**src/rtl/segbuf_pkg.sv**
```systemverilog
package segbuf_pkg;
  typedef struct packed {
    logic pend;
    logic done;
  } upd_state_t;
endpackage

```
**src/rtl/segbuf_stage.sv**
```systemverilog
module segbuf_stage #(
  parameter int NWORDS = 8,
  parameter int WORD_W = 32,
  localparam int IDX_W = (NWORDS > 1) ? $clog2(NWORDS) : 1
) (
  input  logic                     clk,
  input  logic                     rst_n,
  input  logic                     wr_en,
  input  logic [IDX_W-1:0]         wr_idx,
  input  logic [WORD_W-1:0]        wr_data,
  input  logic                     lock,
  output logic [NWORDS*WORD_W-1:0] stage_q
);
  for (genvar gi = 0; gi < NWORDS; gi++) begin : g_word
    logic              we;
    logic [WORD_W-1:0] word_d;

    always_comb begin
      we     = wr_en && !lock && (wr_idx == IDX_W'(gi));
      word_d = wr_data;
    end

    always_ff @(posedge clk or negedge rst_n) begin
      if (!rst_n)  stage_q[gi*WORD_W +: WORD_W] <= '0;
      else if (we) stage_q[gi*WORD_W +: WORD_W] <= word_d;
    end
  end

  // a frozen bank keeps its contents
  p_lock_holds_r6: assert property (@(posedge clk) disable iff (!rst_n)
    lock |=> $stable(stage_q));
endmodule

```
**src/rtl/segbuf_display.sv**
```systemverilog
module segbuf_display #(
  parameter int NWORDS = 8,
  parameter int WORD_W = 32,
  localparam int TOT_W = NWORDS * WORD_W
) (
  input  logic             clk,
  input  logic             rst_n,
  input  logic             copy,
  input  logic [TOT_W-1:0] stage_in,
  output logic [TOT_W-1:0] disp_q
);
  logic [TOT_W-1:0] disp_d;

  always_comb begin
    disp_d = stage_in;
  end

  always_ff @(posedge clk or negedge rst_n) begin
    if (!rst_n)    disp_q <= '0;
    else if (copy) disp_q <= disp_d;
  end
endmodule

```
**src/rtl/segbuf_ctrl.sv**
```systemverilog
module segbuf_ctrl
  import segbuf_pkg::*;
(
  input  logic clk,
  input  logic rst_n,
  input  logic upd_req,
  input  logic frame_tick,
  input  logic ctrl_on,
  input  logic done_clr,
  input  logic irq_en,
  output logic pending,
  output logic done,
  output logic copy,
  output logic irq
);
  upd_state_t st_q, st_d;

  always_comb begin
    copy      = st_q.pend && (frame_tick || !ctrl_on);
    st_d.pend = (st_q.pend && !copy) || upd_req;
    st_d.done = copy || (st_q.done && !done_clr);
  end

  always_ff @(posedge clk or negedge rst_n) begin
    if (!rst_n) st_q <= '0;
    else        st_q <= st_d;
  end

  always_comb begin
    pending = st_q.pend;
    done    = st_q.done;
    irq     = st_q.done && irq_en;
  end

  // no copy in the middle of a running frame
  p_hold_midframe_r4: assert property (@(posedge clk) disable iff (!rst_n)
    pending && ctrl_on && !frame_tick |=> pending);
  // the request retiring comes with done set
  p_done_on_retire_r4: assert property (@(posedge clk) disable iff (!rst_n)
    $fell(pending) |-> done);
  // a clear without a copy empties the flag
  p_clear_r7: assert property (@(posedge clk) disable iff (!rst_n)
    done_clr && !copy |=> !done);
  // done is sticky without a clear
  p_sticky_r9: assert property (@(posedge clk) disable iff (!rst_n)
    done && !done_clr |=> done);
endmodule

```
**src/rtl/segbuf_dbl_update.sv**
```systemverilog
module segbuf_dbl_update #(
  parameter int NWORDS = 8,
  parameter int WORD_W = 32,
  localparam int IDX_W = (NWORDS > 1) ? $clog2(NWORDS) : 1
) (
  input  logic                     clk,
  input  logic                     rst_n,
  input  logic                     wr_en,
  input  logic [IDX_W-1:0]         wr_idx,
  input  logic [WORD_W-1:0]        wr_data,
  input  logic                     upd_req,
  input  logic                     frame_tick,
  input  logic                     ctrl_on,
  input  logic                     done_clr,
  input  logic                     irq_en,
  output logic [NWORDS*WORD_W-1:0] disp_data,
  output logic                     req_pending,
  output logic                     done_flag,
  output logic                     upd_irq
);
  logic [NWORDS*WORD_W-1:0] stage_w;
  logic                     copy_w;

  segbuf_ctrl u_ctrl (
    .clk(clk), .rst_n(rst_n), .upd_req(upd_req), .frame_tick(frame_tick),
    .ctrl_on(ctrl_on), .done_clr(done_clr), .irq_en(irq_en),
    .pending(req_pending), .done(done_flag), .copy(copy_w), .irq(upd_irq)
  );

  segbuf_stage #(.NWORDS(NWORDS), .WORD_W(WORD_W)) u_stage (
    .clk(clk), .rst_n(rst_n), .wr_en(wr_en), .wr_idx(wr_idx),
    .wr_data(wr_data), .lock(req_pending), .stage_q(stage_w)
  );

  segbuf_display #(.NWORDS(NWORDS), .WORD_W(WORD_W)) u_disp (
    .clk(clk), .rst_n(rst_n), .copy(copy_w), .stage_in(stage_w),
    .disp_q(disp_data)
  );

  // the visible image moves only when a request was outstanding
  p_disp_only_on_copy_r11: assert property (@(posedge clk) disable iff (!rst_n)
    !$stable(disp_data) |-> $past(req_pending));
endmodule

```
**config.mk**
```make
export PLATFORM = sky130hd
export DESIGN_NAME = segbuf_dbl_update
export DESIGN_NICKNAME = d
export VERILOG_FILES = /design/src/rtl/segbuf_pkg.sv /design/src/rtl/segbuf_stage.sv /design/src/rtl/segbuf_display.sv /design/src/rtl/segbuf_ctrl.sv /design/src/rtl/segbuf_dbl_update.sv
export SDC_FILE = /design/constraint.sdc
export NUM_CORES = 1
export LEC_CHECK = 0
export CAP_MARGIN = 20
export CORE_ASPECT_RATIO = 0.75
export CORE_MARGIN = 8
export CORE_UTILIZATION = 30
export CTS_BUF_LIST = sky130_fd_sc_hd__clkbuf_4
export CTS_CLUSTER_DIAMETER = 80
export CTS_CLUSTER_SIZE = 25
export DETAILED_ROUTE_END_ITERATION = 8
export GPL_TIMING_DRIVEN = 0
export PLACE_DENSITY = 0.49
export SLEW_MARGIN = 15
export SYNTH_ARGS = -nofsm -noshare
export SYNTH_HDL_FRONTEND = slang
export SYNTH_SLANG_ARGS = --single-unit
```
**constraint.sdc**
```tcl
create_clock -name clk -period 1.8 [get_ports clk]
set_clock_uncertainty 0.2 [all_clocks]
set_input_delay 0.45 -clock clk [delete_from_list [all_inputs] [get_ports clk]]
set_output_delay 0.45 -clock clk [all_outputs]
set_load 0.005 [all_outputs]
```
==> reports/metrics.cfg <==
[setup_path]
end_kind=output port
timing.rr.start=u_ctrl.pending$_DFF_PN0_
startpoint=u_ctrl.done$_DFF_PN0_
startpoint_type=flop
path_class=flop to output port
crit_required_ns=1.15
worstPathMaxFanout=3
crit_arrival_ns=1.60

[placement]
hpwlAfterDp_mm=36.2
gp_congestion=0.700
io_buffer_count=301
place_ws_ns=-1.37

[finish]
layout_common_cells=514 x dfrtp_1, 310 x mux2_4, 187 x mux2_2, 185 x buf_2, 112 x buf_6
seqCellArea_um2=12900
layout_commonest_cell=dfrtp_1
area_growth_pct=41.4
layout.nets=1609
multi_input_area_um2=7120
fillers=5837
layout-drive-gt1-share_pct=63.0

[timing]
grt_setup_unrepaired=yes
fmaxAchievable_ghz=0.445
hold_ws_ns=-0.123
worst_pin_slew_ns=0.637
hold_violations=46
final-max-slew-violation-count=0
slew_headroom_pct=57.4
finalSetupViolations=632
period_minus_slack_ns=2.25
final.period_utilization_pct=125
fin_ws_ns=-0.448

[power]
ir_worst_vdd_v=0.000470
powerDensity_nw_per_um2=1170
p_leak_nw=13.1
power_mw=31.4

[yosys]
synth_area_um2=19000
synth-seq-cells=514
yosysWarningCount=0
ys_top_cells_by_area=dfrtp_1 68%, mux2_2 24%, mux2_1 6.2%, buf_2 1.3%, buf_4 0.24%
synth_top_area_share_pct=67.5
postSynthAreaPerCell_um2=17.3
yosys.area.top_type=dfrtp_1
synth_cell_types=17
synth_fp_nets=1142
synthCells=1099
synth_seq_area_share_pct=67.5

[clock_network]
numCtsBuffers=30
ctsHoldBuffers=4
clock-root-buffer=clkbuf_4
clk_path_buf_depth=3
clock_sinks=514
tritoncts=built
path_clk_slew_ns=0.22
htreeDepth=1
clock_latency_ns=0.93

[grt]
grt_usage_pct=14.8
grt_pass1_wl_mm=79.7
overflow=0
grt_pass1_vias=11600
antenna_found_initial=3
grt_start_max_net_pins=106

[flow_run]
drv_cap=0

[detailed_routing]
drt_iter0_drc=464
drtPass1Iterations=4
vias=11100
viasPerCell=4.53
routedWlPerCell_um=25.3
post-route-drc-count=0
ant_nets=0
wirelength_mm=62.0

[floorplanning]
rows=80
ios=302
core_um2=63200
initial_core_util_pct=30.2
die_w_um=307
die_h_um=234
dieArea_um2=71900

[min_path]
hold_class=input port to asynchronous set/reset pin

[status]
violations=hold timing, setup timing
outcome=complete, but fails checks

## critical path: stages, from the launching register on
cell	delay (ns)
dfrtp_1	0.44
and2_1	0.14
buf_2	0.12
## through the flow
step / std cells / util [%] / setup TNS, ns / instance area, um2
floorplan: 1099 / - / 0 / 19000
global placement: 2261 / 36.6 / - / 23100
detailed placement: 2266 / 36.9 / -590.60 / 23300
CTS: 2354 / 37.5 / -212.07 / 23700
global route: 2446 / 42.7 / -188.84 / 26900
finish: 2447 / 42.7 / -143.81 / 26900
## cells in the mapped netlist
cell type	n
o21ai_1	1
nand3b_4	1
mux2_2	407
buf_2	48
nor2b_1	1
a31o_2	1
nand2_1	2
dfrtp_1	514
buf_4	6
o21ai_0	1
and2_1	1
inv_1	3
nor3b_2	3
mux2_1	105
nand3b_1	2
nand2b_1	1
nor2_1	2
## worst paths after layout
kind | end | slack (ns) | cells after the start
hold / removal | u_disp.disp_q[112]$_DFFE_PN0P_ | -0.12 | 2
setup reg to reg | u_stage.stage_q[204]$_DFFE_PN0P_ | -0.43 | 7
min in group clk | u_stage.stage_q[248]$_DFFE_PN0P_ | 0.20 | 2
hold reg to reg | u_disp.disp_q[177]$_DFFE_PN0P_ | 0.29 | 1
setup / recovery | upd_irq | -0.45 | 2
max in group asynchronous | u_disp.disp_q[198]$_DFFE_PN0P_ | 0.23 | 4
## sequential cells by signal, indices dropped and copies added (netlist names)
register         count
u_ctrl.done          1
u_ctrl.pending       1
u_disp.disp_q      256
u_stage.stage_q    256
## what timing repair did
action                     4_1_cts  5_1_grt
gates resized for setup       1231      527
buffers inserted                29       57
setup endpoints to repair      770      768
pin swaps                        4        3
hold endpoints to repair       323       46
gates cloned                     6       34
## area by class of cell
| class | count | area share (%) |
|---|---|---|
| tap | 861 | 4.00 |
| clock buffer | 32 | 0.892 |
| sequential | 514 | 47.7 |
| antenna | 3 | 0.0279 |
| timing repair buffer | 435 | 16.1 |
| clock inverter | 17 | 0.841 |
| buffer | 54 | 3.92 |
| multi-input combinational | 528 | 26.4 |
| inverter | 3 | 0.0418 |
## report_power, final
| group | leakage [nW] | switching [mW] | internal (mW) |
|---|---|---|---|
| Sequential | 6.33 | 1.89 | 14.7 |
| Clock | 0.250 | 3.99 | 1.23 |
| Combinational | 6.50 | 3.30 | 6.24 |
| Total | 13.1 | 9.19 | 22.2 |
## cells by family after synthesis
family	synth area share, %
AO/OA/AOI/OAI	0.0985
buffers and inverters	1.56
flip-flops	67.5
multiplexers	30.3
AND/OR/NAND/NOR	0.558
## metal layers
layer / routed length, um / part of all wire, % / vias to the layer above / track usage [%]
met2: 27500 / 44 / 206 / 23.3
li1: - / - / 4813 / -
met1: 29800 / 48 / 6010 / 20.6
met4: 826 / 1.3 / 2 / 2.39
met3: 3800 / 6.1 / 49 / 4.49
met5: 13 / 0.021 / - / 0
Power figures use the tool's default switching activity.
